===== src/rtl/dma_arb_pkg.sv =====
package dma_arb_pkg;
  typedef enum logic {
    CPU_OWN = 1'b0,
    DMA_OWN = 1'b1
  } owner_e;
endpackage


===== src/rtl/dma_req_sampler.sv =====
module dma_req_sampler #(
  parameter int NCH = 4
) (
  input  logic           clk,
  input  logic           rst_n,
  input  logic           sample_stb,
  input  logic [NCH-1:0] chan_en,
  input  logic [NCH-1:0] req,
  input  logic [NCH-1:0] clr,
  output logic [NCH-1:0] pend
);
  logic [NCH-1:0] win_q, win_d;
  logic [NCH-1:0] pend_q, pend_d;
  logic [NCH-1:0] commit;

  always_comb begin
    commit = sample_stb ? ((win_q | req) & chan_en) : '0;
    pend_d = (pend_q | commit) & ~clr;
    win_d  = sample_stb ? '0 : (win_q | req);
  end

  always_ff @(posedge clk or negedge rst_n) begin
    if (!rst_n) begin
      win_q  <= '0;
      pend_q <= '0;
    end else begin
      win_q  <= win_d;
      pend_q <= pend_d;
    end
  end

  assign pend = pend_q;


  no_set_without_stb_chk: assert property (@(posedge clk) disable iff (!rst_n)
    !sample_stb |=> ((pend_q & ~$past(pend_q)) == '0));


  no_set_when_disabled_chk: assert property (@(posedge clk) disable iff (!rst_n)
    (sample_stb && !chan_en[0] && !pend_q[0]) |=> !pend_q[0]);
endmodule


===== src/rtl/dma_prio_pick.sv =====
module dma_prio_pick #(
  parameter int NCH = 4
) (
  input  logic [NCH-1:0] vec,
  output logic [NCH-1:0] pick,
  output logic           any
);
  logic [NCH-1:0] seen;

  for (genvar g = 0; g < NCH; g++) begin : g_pick
    if (g == 0) begin : g_first
      assign pick[g] = vec[g];
      assign seen[g] = vec[g];
    end else begin : g_rest
      assign pick[g] = vec[g] & ~seen[g-1];
      assign seen[g] = seen[g-1] | vec[g];
    end
  end

  assign any = seen[NCH-1];


  pick_onehot_chk: assert final ($onehot0(pick));
endmodule


===== src/rtl/dma_bus_arbiter.sv =====
module dma_bus_arbiter
  import dma_arb_pkg::*;
#(
  parameter int NCH = 4
) (
  input  logic           clk,
  input  logic           rst_n,
  input  logic           sample_stb,
  input  logic [NCH-1:0] chan_en,
  input  logic [NCH-1:0] dma_req,
  input  logic           cpu_done,
  input  logic           xfer_done,
  output logic [NCH-1:0] pend,
  output logic [NCH-1:0] dma_gnt,
  output logic           cpu_gnt
);
  localparam logic [NCH-1:0] ONE = NCH'(1);

  owner_e         own_q, own_d;
  logic [NCH-1:0] gnt_q, gnt_d;
  logic [NCH-1:0] elig, pick, clr;
  logic           any_elig, take;

  dma_req_sampler #(.NCH(NCH)) u_sampler (
    .clk        (clk),
    .rst_n      (rst_n),
    .sample_stb (sample_stb),
    .chan_en    (chan_en),
    .req        (dma_req),
    .clr        (clr),
    .pend       (pend)
  );

  assign elig = pend & chan_en;

  dma_prio_pick #(.NCH(NCH)) u_pick (
    .vec  (elig),
    .pick (pick),
    .any  (any_elig)
  );

  always_comb begin
    own_d = own_q;
    gnt_d = gnt_q;
    take  = 1'b0;
    unique case (own_q)
      CPU_OWN: begin
        if (cpu_done && any_elig) begin
          take  = 1'b1;
          own_d = DMA_OWN;
          gnt_d = pick;
        end
      end
      DMA_OWN: begin
        if (xfer_done) begin
          own_d = CPU_OWN;
          gnt_d = '0;
        end
      end
      default: begin
        own_d = CPU_OWN;
        gnt_d = '0;
      end
    endcase
    clr = take ? pick : '0;
  end

  always_ff @(posedge clk or negedge rst_n) begin
    if (!rst_n) begin
      own_q <= CPU_OWN;
      gnt_q <= '0;
    end else begin
      own_q <= own_d;
      gnt_q <= gnt_d;
    end
  end

  assign dma_gnt = gnt_q;
  assign cpu_gnt = (own_q == CPU_OWN);


  single_owner_chk: assert property (@(posedge clk) disable iff (!rst_n)
    (cpu_gnt && dma_gnt == '0) || (!cpu_gnt && $onehot(dma_gnt)));


  grant_needs_cpu_done_chk: assert property (@(posedge clk) disable iff (!rst_n)
    $rose(|dma_gnt) |-> $past(cpu_done));


  grant_lowest_chk: assert property (@(posedge clk) disable iff (!rst_n)
    $rose(|dma_gnt) |-> ((($past(pend) & $past(chan_en)) & (dma_gnt - ONE)) == '0));


  hold_until_done_chk: assert property (@(posedge clk) disable iff (!rst_n)
    ((|dma_gnt) && !xfer_done) |=> $stable(dma_gnt));


  clear_on_grant_chk: assert property (@(posedge clk) disable iff (!rst_n)
    $rose(|dma_gnt) |-> ((pend & dma_gnt) == '0));
endmodule


===== config.mk =====
export PLATFORM = sky130hd
export DESIGN_NAME = dma_bus_arbiter
export DESIGN_NICKNAME = d
export VERILOG_FILES = /design/src/rtl/dma_arb_pkg.sv /design/src/rtl/dma_req_sampler.sv /design/src/rtl/dma_prio_pick.sv /design/src/rtl/dma_bus_arbiter.sv
export SDC_FILE = /design/constraint.sdc
export NUM_CORES = 1
export LEC_CHECK = 0
export BUFFER_PORTS_ARGS = -buffer_cell sky130_fd_sc_hd__buf_2
export CORE_MARGIN = 1
export CORE_UTILIZATION = 40
export CTS_CLUSTER_SIZE = 8
export DETAILED_ROUTE_END_ITERATION = 7
export PLACE_DENSITY_LB_ADDON = 0.08
export SLEW_MARGIN = 15
export SYNTH_ARGS = -nofsm -noshare
export SYNTH_HDL_FRONTEND = slang
export SYNTH_SLANG_ARGS = --single-unit

===== constraint.sdc =====
create_clock -name clk -period 2.2 [get_ports clk]
set_clock_uncertainty 0.05 [all_clocks]
set_input_delay 0.66 -clock clk [delete_from_list [all_inputs] [get_ports clk]]
set_output_delay 0.66 -clock clk [all_outputs]
set_load 0.05 [all_outputs]

==> out/qor.txt <==
Vias = 469
initial core utilization = 0.444
drt drc = 0
Worst-Margin Slew = 0.299 ns
Layout area overhead = 25.4%
setup_tns = 0 ns
H-tree levels = 1
max-cap violation count = 0
GRT overflow = 0
post-synthesis sequential area ratio = 0.550
maximum clock path buffer count = 2
Data required, critical path = 1.49 ns
initial antenna violation count = 0
HPWL after detailed placement = 914 um
Core ar. = 0.00133 mm^2
Worst Path Arrival = 1.04 ns
Finished Layout Cells = 94
syn avg cell area = 11.0 um^2
WL/cell = 13.0 um
dpl cells = 90
worst r2r src = own_q$_DFF_PN0_
pin count of the biggest net entering global routing = 14
CTS-repair resized insts = 0
slowest CP cell = dfrtp_1
die area = 0.00164 mm^2
num rows = 13
area of the multi-input gates = 259 um^2
Cell Area, Synth = 592 um^2
Worst-path clk slew = 0.08 ns
Fillers = 124
Max stage delay on crit path = 0.43 ns
# hold bufs at CTS = 0
worst min-delay path class = in2async
Die Wd = 40.5 um
endpoints failing hold = 0
Final Critical Period = 1.75 ns
vias in the first global route = 412
CP Capture Type = output pin
WP buf/inv = 2
status = complete, no violations
RSZ-0062 raised after global routing = no
crit path cell chain = inv_1 -> buf_2
Stages on worst setup path = 2
I/O pin count = 22
PortBufs = 21
ANT cells = 0
slew margin rel. = 0.801
Slew Viols, Final = 0
Clock Sinks = 13
# Post-CTS Setup Buffers = 0
synthesized flop and latch total = 13
WL final = 1.22 mm
Max Clock Freq = 0.570 GHz
cell count after synthesis = 54
Pre-antenna DRT Iters = 3
Ys Warns = 0
DR iter-0 viols = 7
CTS Root Cell = clkbuf_4
first-pass GRT wire length = 1.90 mm
flop-to-flop setup slack = 1.06 ns
gpl congestion = 0.687
PD cells = 1300 mW/mm^2
Num CTS Buffers = 3
Total Nets Final = 93
syn_nets = 67
Worst Setup Start Kind = register
vias per inst = 4.99
Leak = 0.000356 uW
R2R cell count = 3
Distinct cells, synth = 18
post-layout util = 0.556
fin crit share = 0.797
GR Util All Layers = 0.183
post-route ant nets = 0
top cell family by delay on the critical path = flip-flops
CP Max Fanout = 4
latest clock arrival within the worst-skew pair = 0.27 ns
CTS tree = done
layout cells sized above 1 = 0.392
worst vdd ir = 0.590 mV
reg-to-reg endpoint = dma_gnt[3]$_DFFE_PN0P_
chip height = 40.5 um
FF+latch area = 325 um^2
WS Path Type = reg2out
# setup viols final = 0
[kinds of logic (layout without fill, tap and decap cells)]
| kind of cell | Yosys count | after routing | synth area share |
|---|---|---|---|
| AO/OA/AOI/OAI | 14 | 14 | 0.192 |
| buffers and inverters | 2 | 27 | 0.0127 |
| flip-flops | 13 | 13 | 0.550 |
| AND/OR/NAND/NOR | 25 | 25 | 0.245 |
[flip-flops by register name, indices dropped and copies added, names as in the netlist]
signal and count:
dma_gnt 4, own_q 1, u_sampler.pend 4, u_sampler.win_q 4
[layout by cell type, fill, tap and decap left out]
cell type,count
buf_2,21
dfrtp_1,13
nand2_1,7
a31oi_1,6
nand2_2,4
o22ai_1,4
or2_0,3
nor2_1,3
nor2b_1,3
clkbuf_4,3
inv_1,2
nor2b_4,1
and3_1,1
o22a_1,1
a21boi_1,1
nand2b_4,1
a41oi_4,1
o21bai_1,1
nand4_1,1
nand3_1,1
clkbuf_1,1
[power by group]
part / switching, uW / internal, uW
combinational: 333 / 120
sequential: 58.6 / 303
clock: 77.4 / 70.1
total: 469 / 494
[per-layer routing]
layer / track usage / routed length, um
met3: 0.0333 / 51
met4: 0.125 / 8
met2: 0.262 / 549
met5: 0 / 0
met1: 0.246 / 610
[metrics by stage]
stage / power [uW] / instance area, um^2 / worst slack (ns) / hold WS [ns]
floorplan: 710 / 592 / 0.744 / 0.314
global placement: 817 / 716 / 0.754 / 0.416
detailed placement: 823 / 716 / 0.745 / 0.434
CTS: 974 / 742 / 0.440 / 0.211
global route: 1020 / 742 / 0.403 / 0.225
finish: 963 / 742 / 0.446 / 0.211
[how the worst max path moves through the flow]
stage / startpoint / end / slack, ns
after floorplan: own_q$_DFF_PN0_ / cpu_gnt / 0.74
after global placement: own_q$_DFF_PN0_ / cpu_gnt / 0.75
after detailed placement: own_q$_DFF_PN0_ / cpu_gnt / 0.75
after CTS: own_q$_DFF_PN0_ / cpu_gnt / 0.44
after global routing: own_q$_DFF_PN0_ / cpu_gnt / 0.40
final: own_q$_DFF_PN0_ / cpu_gnt / 0.45
[synth_stat cells]
library cell	count	area, um^2
o21bai_1	1	7.51
nand3_1	1	5.00
or2_0	3	18.8
nor2b_1	3	18.8
and3_1	1	6.26
o22a_1	1	8.76
nor2b_4	1	13.8
nand2b_4	1	13.8
nor2_1	3	11.3
a21boi_1	1	7.51
dfrtp_1	13	325
nand2_1	7	26.3
o22ai_1	4	25.0
nand4_1	1	6.26
a41oi_4	1	27.5
inv_1	2	7.51
a31oi_1	6	37.5
nand2_2	4	25.0
[area by class of cell]
class,count,share of cell area
sequential,13,0.438
multi-input combinational,39,0.349
timing repair buffer,21,0.142
clock buffer,4,0.0354
tap,15,0.0253
inverter,2,0.0101
No activity file was read; power rests on OpenSTA's default activity.
